--- src/rtl/ovl_pkg.sv ---
package ovl_pkg;

  typedef logic [1:0] tcode_t;

  localparam tcode_t CODE_LOW  = 2'b00;
  localparam tcode_t CODE_MID  = 2'b01;
  localparam tcode_t CODE_HIGH = 2'b10;
  localparam tcode_t CODE_BAD  = 2'b11;

  // The window has two equal bits, so the new bit is known on its own.
  function automatic logic code_is_anchor(input tcode_t c);
    return (c == CODE_LOW) || (c == CODE_HIGH);
  endfunction

  function automatic logic code_is_illegal(input tcode_t c);
    return c == CODE_BAD;
  endfunction

  // New bit of a window, given the bit decided just before it.
  function automatic logic resolve_bit(input tcode_t c, input logic prev);
    case (c)
      CODE_LOW:  return 1'b0;
      CODE_HIGH: return 1'b1;
      CODE_MID:  return ~prev;
      default:   return 1'b0;
    endcase
  endfunction

endpackage

--- src/rtl/ovl_lane_resolve.sv ---
module ovl_lane_resolve
  import ovl_pkg::*;
(
  input  tcode_t code,
  input  logic   prev_bit,
  input  logic   prev_known,
  output logic   new_bit,
  output logic   new_known,
  output logic   bad
);

  always_comb begin
    bad       = code_is_illegal(code);
    new_bit   = resolve_bit(code, prev_bit);
    new_known = !bad && (code_is_anchor(code) || prev_known);
  end

endmodule

--- src/rtl/ovl_lane_chain.sv ---
module ovl_lane_chain
  import ovl_pkg::*;
#(
  parameter int LANES = 4,
  localparam int CW   = 2 * LANES
) (
  input  logic [CW-1:0]    codes,
  input  logic             carry_bit,
  input  logic             carry_known,
  output logic [LANES-1:0] bits,
  output logic [LANES-1:0] known,
  output logic             any_bad,
  output logic             tail_bit,
  output logic             tail_known
);

  logic [LANES:0]   link_bit;
  logic [LANES:0]   link_known;
  logic [LANES-1:0] lane_bad;

  assign link_bit[0]   = carry_bit;
  assign link_known[0] = carry_known;

  for (genvar g = 0; g < LANES; g++) begin : g_lane
    tcode_t lane_code;
    assign lane_code = codes[2*g +: 2];

    ovl_lane_resolve u_res (
      .code       (lane_code),
      .prev_bit   (link_bit[g]),
      .prev_known (link_known[g]),
      .new_bit    (bits[g]),
      .new_known  (known[g]),
      .bad        (lane_bad[g])
    );

    assign link_bit[g+1]   = bits[g];
    assign link_known[g+1] = known[g];

    // a differing window flips the bit of the window before it.
    always_comb begin
      if (lane_code == CODE_MID && link_known[g]) begin
        p_mid_flip_r2: assert (bits[g] != link_bit[g]);
      end
    end
  end

  assign any_bad    = |lane_bad;
  assign tail_bit   = link_bit[LANES];
  assign tail_known = link_known[LANES];

endmodule

--- src/rtl/ovl_lock_ctrl.sv ---
module ovl_lock_ctrl (
  input  logic clk,
  input  logic rst,
  input  logic step,
  input  logic any_bad,
  input  logic tail_bit,
  input  logic tail_known,
  output logic locked_q,
  output logic hist_bit_q,
  output logic lock_gain,
  output logic lock_lost
);

  logic clean_step;
  assign clean_step = step && !any_bad;
  assign lock_gain  = clean_step && !locked_q && tail_known;
  assign lock_lost  = step && any_bad && locked_q;

  always_ff @(posedge clk) begin
    if (rst) begin
      locked_q   <= 1'b0;
      hist_bit_q <= 1'b0;
    end else if (step) begin
      if (any_bad) begin
        locked_q   <= 1'b0;
        hist_bit_q <= 1'b0;
      end else begin
        locked_q   <= tail_known;
        hist_bit_q <= tail_bit;
      end
    end
  end

  // lock is only regained through a clean cycle.
  p_relock_needs_clean_r7: assert property (@(posedge clk) disable iff (rst)
    (!locked_q && !clean_step) |=> !locked_q);

  // a stall leaves history and lock untouched.
  p_stall_holds_hist_r8: assert property (@(posedge clk) disable iff (rst)
    !step |=> $stable(hist_bit_q) && $stable(locked_q));

  // an illegal code clears the lock.
  p_bad_clears_lock_r7: assert property (@(posedge clk) disable iff (rst)
    (step && any_bad) |=> !locked_q);

endmodule

--- src/rtl/ovl_ternary_decoder.sv ---
module ovl_ternary_decoder
  import ovl_pkg::*;
#(
  parameter int LANES = 4,
  localparam int CW   = 2 * LANES
) (
  input  logic             clk,
  input  logic             rst,
  input  logic             in_valid,
  input  logic [CW-1:0]    lane_codes,
  output logic [LANES-1:0] dec_bits,
  output logic [LANES-1:0] dec_valid,
  output logic             locked,
  output logic             code_err
);

  logic [LANES-1:0] chain_bits;
  logic [LANES-1:0] chain_known;
  logic             any_bad;
  logic             tail_bit;
  logic             tail_known;
  logic             locked_q;
  logic             hist_bit_q;
  logic             lock_gain;
  logic             lock_lost;

  ovl_lane_chain #(.LANES(LANES)) u_chain (
    .codes       (lane_codes),
    .carry_bit   (hist_bit_q),
    .carry_known (locked_q),
    .bits        (chain_bits),
    .known       (chain_known),
    .any_bad     (any_bad),
    .tail_bit    (tail_bit),
    .tail_known  (tail_known)
  );

  ovl_lock_ctrl u_lock (
    .clk        (clk),
    .rst        (rst),
    .step       (in_valid),
    .any_bad    (any_bad),
    .tail_bit   (tail_bit),
    .tail_known (tail_known),
    .locked_q   (locked_q),
    .hist_bit_q (hist_bit_q),
    .lock_gain  (lock_gain),
    .lock_lost  (lock_lost)
  );

  logic [LANES-1:0] valid_d;
  assign valid_d = (in_valid && !any_bad) ? chain_known : '0;

  always_ff @(posedge clk) begin
    if (rst) begin
      dec_bits  <= '0;
      dec_valid <= '0;
      code_err  <= 1'b0;
    end else begin
      dec_bits  <= chain_bits & valid_d;
      dec_valid <= valid_d;
      code_err  <= in_valid && any_bad;
    end
  end

  assign locked = locked_q;

  // the cycle after reset shows an idle, unlocked block.
  p_reset_idle_r10: assert property (@(posedge clk)
    $past(rst) |-> (!locked && dec_valid == '0 && !code_err && dec_bits == '0));

  // the error flag comes with an empty mask and no lock.
  p_err_clears_r7: assert property (@(posedge clk) disable iff (rst)
    code_err |-> (!locked && dec_valid == '0));

  // valid lanes exist only under lock.
  p_valid_needs_lock_r5: assert property (@(posedge clk) disable iff (rst)
    (|dec_valid) |-> locked);

  // the mask is one run that ends at the newest lane.
  p_valid_contig_r5: assert property (@(posedge clk) disable iff (rst)
    $onehot0(dec_valid ^ {dec_valid[LANES-2:0], 1'b0}) && (dec_valid == '0 || dec_valid[LANES-1]));

  // a locked, clean cycle gives a full mask.
  p_full_when_locked_r6: assert property (@(posedge clk) disable iff (rst)
    (in_valid && locked && !any_bad) |=> (dec_valid == '1 && locked));

  // a stall gives an empty output and no error.
  p_stall_quiet_r8: assert property (@(posedge clk) disable iff (rst)
    !in_valid |=> (dec_valid == '0 && !code_err && dec_bits == '0));

  // a lock gain shows up as a nonempty mask.
  p_gain_shows_r5: assert property (@(posedge clk) disable iff (rst)
    lock_gain |=> (locked && dec_valid != '0));

  // losing lock raises the error flag.
  p_lost_flags_r7: assert property (@(posedge clk) disable iff (rst)
    lock_lost |=> code_err);

endmodule

--- config.mk ---
export PLATFORM = sky130hd
export DESIGN_NAME = ovl_ternary_decoder
export DESIGN_NICKNAME = d
export VERILOG_FILES = /design/src/rtl/ovl_pkg.sv /design/src/rtl/ovl_lane_resolve.sv /design/src/rtl/ovl_lane_chain.sv /design/src/rtl/ovl_lock_ctrl.sv /design/src/rtl/ovl_ternary_decoder.sv
export SDC_FILE = /design/constraint.sdc
export NUM_CORES = 1
export LEC_CHECK = 0
export CAP_MARGIN = 25
export CORE_MARGIN = 4
export CORE_UTILIZATION = 40
export CTS_CLUSTER_SIZE = 40
export DETAILED_ROUTE_END_ITERATION = 8
export HOLD_SLACK_MARGIN = 0.1
export PLACE_DENSITY = 0.7
export SETUP_SLACK_MARGIN = 0.1
export SYNTH_ARGS = -nofsm -noshare
export SYNTH_HDL_FRONTEND = slang
export SYNTH_SLANG_ARGS = --single-unit
--- constraint.sdc ---
create_clock -name clk -period 2.01 [get_ports clk]
set_clock_uncertainty 0.2 [all_clocks]
set_input_delay 0.402 -clock clk [delete_from_list [all_inputs] [get_ports clk]]
set_output_delay 0.402 -clock clk [all_outputs]
set_load 0.005 [all_outputs]
==> metrics.md <==
| Metric | Value |
|---|---|
| Status | complete, no violations |
| CTS tree | built |
| Seq/Total Area, Yosys | 0.3241 |
| Hold Crit Depth | 1 |
| Initial antenna violation count | 0 |
| Leakage power total | around 0.00057 µW |
| Buffers on Ports | 20 |
| Largest net degree at the start of global routing | 7 |
| RSZ-0062 raised after global routing | false |
| Die area | 2422 µm² |
| R2r endpoint | u_lock.hist_bit_q$_SDFFE_PP0P_ |
| Critical path class | in2reg |
| Final setup margin | around 0.18 ns |
| 1st-iter DRT viols | 6 |
| R2R cell count | 4 |
| Max Fclk | about 0.55 GHz |
| # setup viols final | 0 |
| CTS sink cnt | 11 |
| Gate Count Post-Synth | 66 |
| Peak VDD IR | 202.3 µV |
| H-tree levels | 1 |
| Slowest-stage cell, CP | ha_1 |
| Hold path startpoint | u_lock.hist_bit_q$_SDFFE_PP0P_ |
| MaxCap Viol Count | 0 |
| Yosys top cell area share | 0.3241 |
| Power Density | 463.9 nW/µm² |
| Root Buffer | clkbuf_4 |
| Vias per inst | around 4.7 |
| DRT antenna net count | 0 |
| CTS buffer count | 3 |
| Layout area overhead | 60.22% |
| Synth unique cells | 24 |
| Flops & latches, synth | 11 |
| Tcrit/Tclk final | 0.9085 |
| Reg2reg setup slack | approximately 0.6 ns |
| DRC | 0 |
| Drt pass-1 iters | 4 |
| Post-synth top area cell | dfxtp_1 |
| Vias in the first global route | between 600 and 700 |
| WHS Endpoint | u_lock.hist_bit_q$_SDFFE_PP0P_ |
| Die W | between 40 and 50 µm |
| Worst Tran Pin Value | 0.3270 ns |
| Nets | 135 |
| EDFF count, synth | 0 |
| Post-synth ARST share | 0 |
| Initial Utilization | 0.4358 |
| DR vias | 584 |
| Hold-fix buffers, CTS | 0 |
| Synth area leaders | dfxtp_1 (32%), ha_1 (29%), inv_1 (6.1%), nor4_4 (3.1%), nor2_1 (2.8%) |
| Detailed Route WL | 1413 µm |
| Mean Syn Cell Area | around 10 µm² |
| Overall Power | around 500 µW |
| Share of cells above drive strength 1 | 0.2991 |
| Antenna diodes | 0 |
| Post-synth net total | 93 |
| Worst setup EP type | register |
| Reg2reg start | u_lock.hist_bit_q$_SDFFE_PP0P_ |
| Min Clock Period, post-route | 1.826 ns |
| DR WL/cell | approximately 11 µm |
| Worst path cell trace | dlygate4sd2_1 > inv_1 > ha_1 > o21ai_0 > a21o_1 > a41o_1 > a32o_1 |
| CP required | ~2.0 ns |
| Post-placement setup slack | -0.3550 ns |
| Worst hold-check path type | reg2reg |
| FP Rows | 14 |
| YS warnings | 0 |
| Chip Height | about 50 µm |
| Total track usage | 0.1313 |
| Detailed Place HPWL | 1162 µm |
| Final hold vios | 0 |
| Clk_lat worst skew | ~0.26 ns |
| Main synth FF type | dfxtp_1 |
| Slew Limit Fails | 0 |
| Grt total ovfl | 0 |
| IO Pins | 21 |
| Core area | 1559 µm² |
| Startpoint types | input port |
| Critical Path Fanout Max | 3 |
| Mapped cell area | 679.4 µm² |
| CTS max path bufs | 2 |
| GPL Wtd Cong | ~0.72 |
| Crit path DAT | approximately 1.8 ns |
| First-pass GRT wire length | 2477 µm |
| Clock-pin slew on the worst setup and hold paths | approximately 0.06 ns |
| Max stage delay on crit path | 0.30 ns |
| Rel. slew slack | 0.7804 |
kinds of logic (layout without fill, tap and decap cells):
| logic type | Yosys count | in the layout | synth area share |
|---|---|---|---|
| adders and majority gates | 16 | 16 | 0.2947 |
| and+or+nand+nor | 16 | 16 | 0.1694 |
| AOI/OAI and AO/OA | 12 | 12 | 0.1510 |
| DFF | 11 | 11 | 0.3241 |
| buffers and inverters | 11 | 52 | 0.06077 |
sequential cells by signal, indices dropped and copies added (netlist names):
name and flops:
dec_valid 4, u_lock.locked_q 1, code_err 1, dec_bits 4
u_lock.hist_bit_q 1
routing by layer:
| layer | wire, µm | global-route usage | vias to the layer above |
|---|---|---|---|
| met5 | 0 | 0 | - |
| met4 | 0 | 0.08531 | 0 |
| met3 | 59 | 0.01223 | 0 |
| met2 | 759 | 0.2433 | 16 |
| met1 | 594 | 0.1386 | 262 |
| li1 | - | - | 306 |
critical path, delay by kind of cell:
family | cells | cell delay [ns]
compound gates | 4 | 0.75
fa+ha+maj | 1 | 0.30
buf+inv | 2 | 0.32
cell usage after synthesis (2+ instances only):
| library cell | n |
|---|---|
| inv_1 | 11 |
| o21ai_0 | 2 |
| ha_1 | 16 |
| nor2_1 | 5 |
| and3_1 | 2 |
| a21o_1 | 2 |
| dfxtp_1 | 11 |
area by class of cell:
class                           instances  area, µm²
Multi-Input combinational cell         44      462.9
Clock buffer                            4      26.28
Sequential cell                        11      220.2
Inverter                               11      41.29
Tap cell                               16      20.02
Fill cell                             117      470.5
Timing Repair Buffer                   37      317.8
worst max path at each step:
stage                        from                             end  slack [ns]  depth (start not counted)
finish              lane_codes[4]  u_lock.hist_bit_q$_SDFFE_PP0P_        0.18                          7
CTS                 lane_codes[3]          dec_bits[2]$_SDFF_PP0_        0.19                          6
global route        lane_codes[4]          dec_bits[2]$_SDFF_PP0_        0.13                          6
floorplan           lane_codes[4]  u_lock.hist_bit_q$_SDFFE_PP0P_        0.31                          6
detailed placement  lane_codes[0]          dec_bits[0]$_SDFF_PP0_       -0.36                          6
global placement    lane_codes[4]  u_lock.hist_bit_q$_SDFFE_PP0P_       -0.30                          7
power breakdown:
part           leakage [µW]  switching [µW]  internal, µW
logic              0.000465            60.1          76.8
clock network     0.0000150            64.2          76.6
registers         0.0000893            3.02           224
total              0.000569             127           378
through the flow:
step | util | hold WS (ns) | cell area [µm²] | TNS (ns) | std cells
after floorplan | - | 0.2425 | 679.4 | 0 | 66
after global placement | 0.6445 | 0.2784 | 1005 | -2.315 | 116
after detailed placement | 0.6445 | 0.2794 | 1005 | -3.002 | 116
after CTS | 0.6982 | 0.3140 | 1089 | 0 | 123
after global routing | 0.6982 | 0.3386 | 1089 | 0 | 123
final | 0.6982 | 0.3105 | 1089 | 0 | 123
repair_timing:
action                                  4_1_cts  5_1_grt
resized for setup                            18        0
setup buffers                                 3        0
endpoints found under the setup margin       10        0
layout by cell type (no fill, tap or decap), drive strengths merged:
| cell | n |
|---|---|
| nor2 | 5 |
| and3b | 1 |
| a21o | 2 |
| a41o | 1 |
| ha | 16 |
| dfxtp | 11 |
| dlygate4sd2 | 8 |
| a21boi | 1 |
| nor2b | 1 |
| and2 | 1 |
| o21ai | 2 |
| o21a | 1 |
| and3 | 2 |
| clkbuf | 4 |
| o221ai | 1 |
| nand3b | 1 |
| nor4 | 1 |
| buf | 17 |
| a31oi | 1 |
| inv | 11 |
| o211a | 1 |
| nor3 | 2 |
| o2111a | 1 |
| nand2b | 1 |
| a32o | 1 |
| nor3b | 1 |
| clkdlybuf4s50 | 12 |
Note: power is estimated with default switching activity, not from simulation.
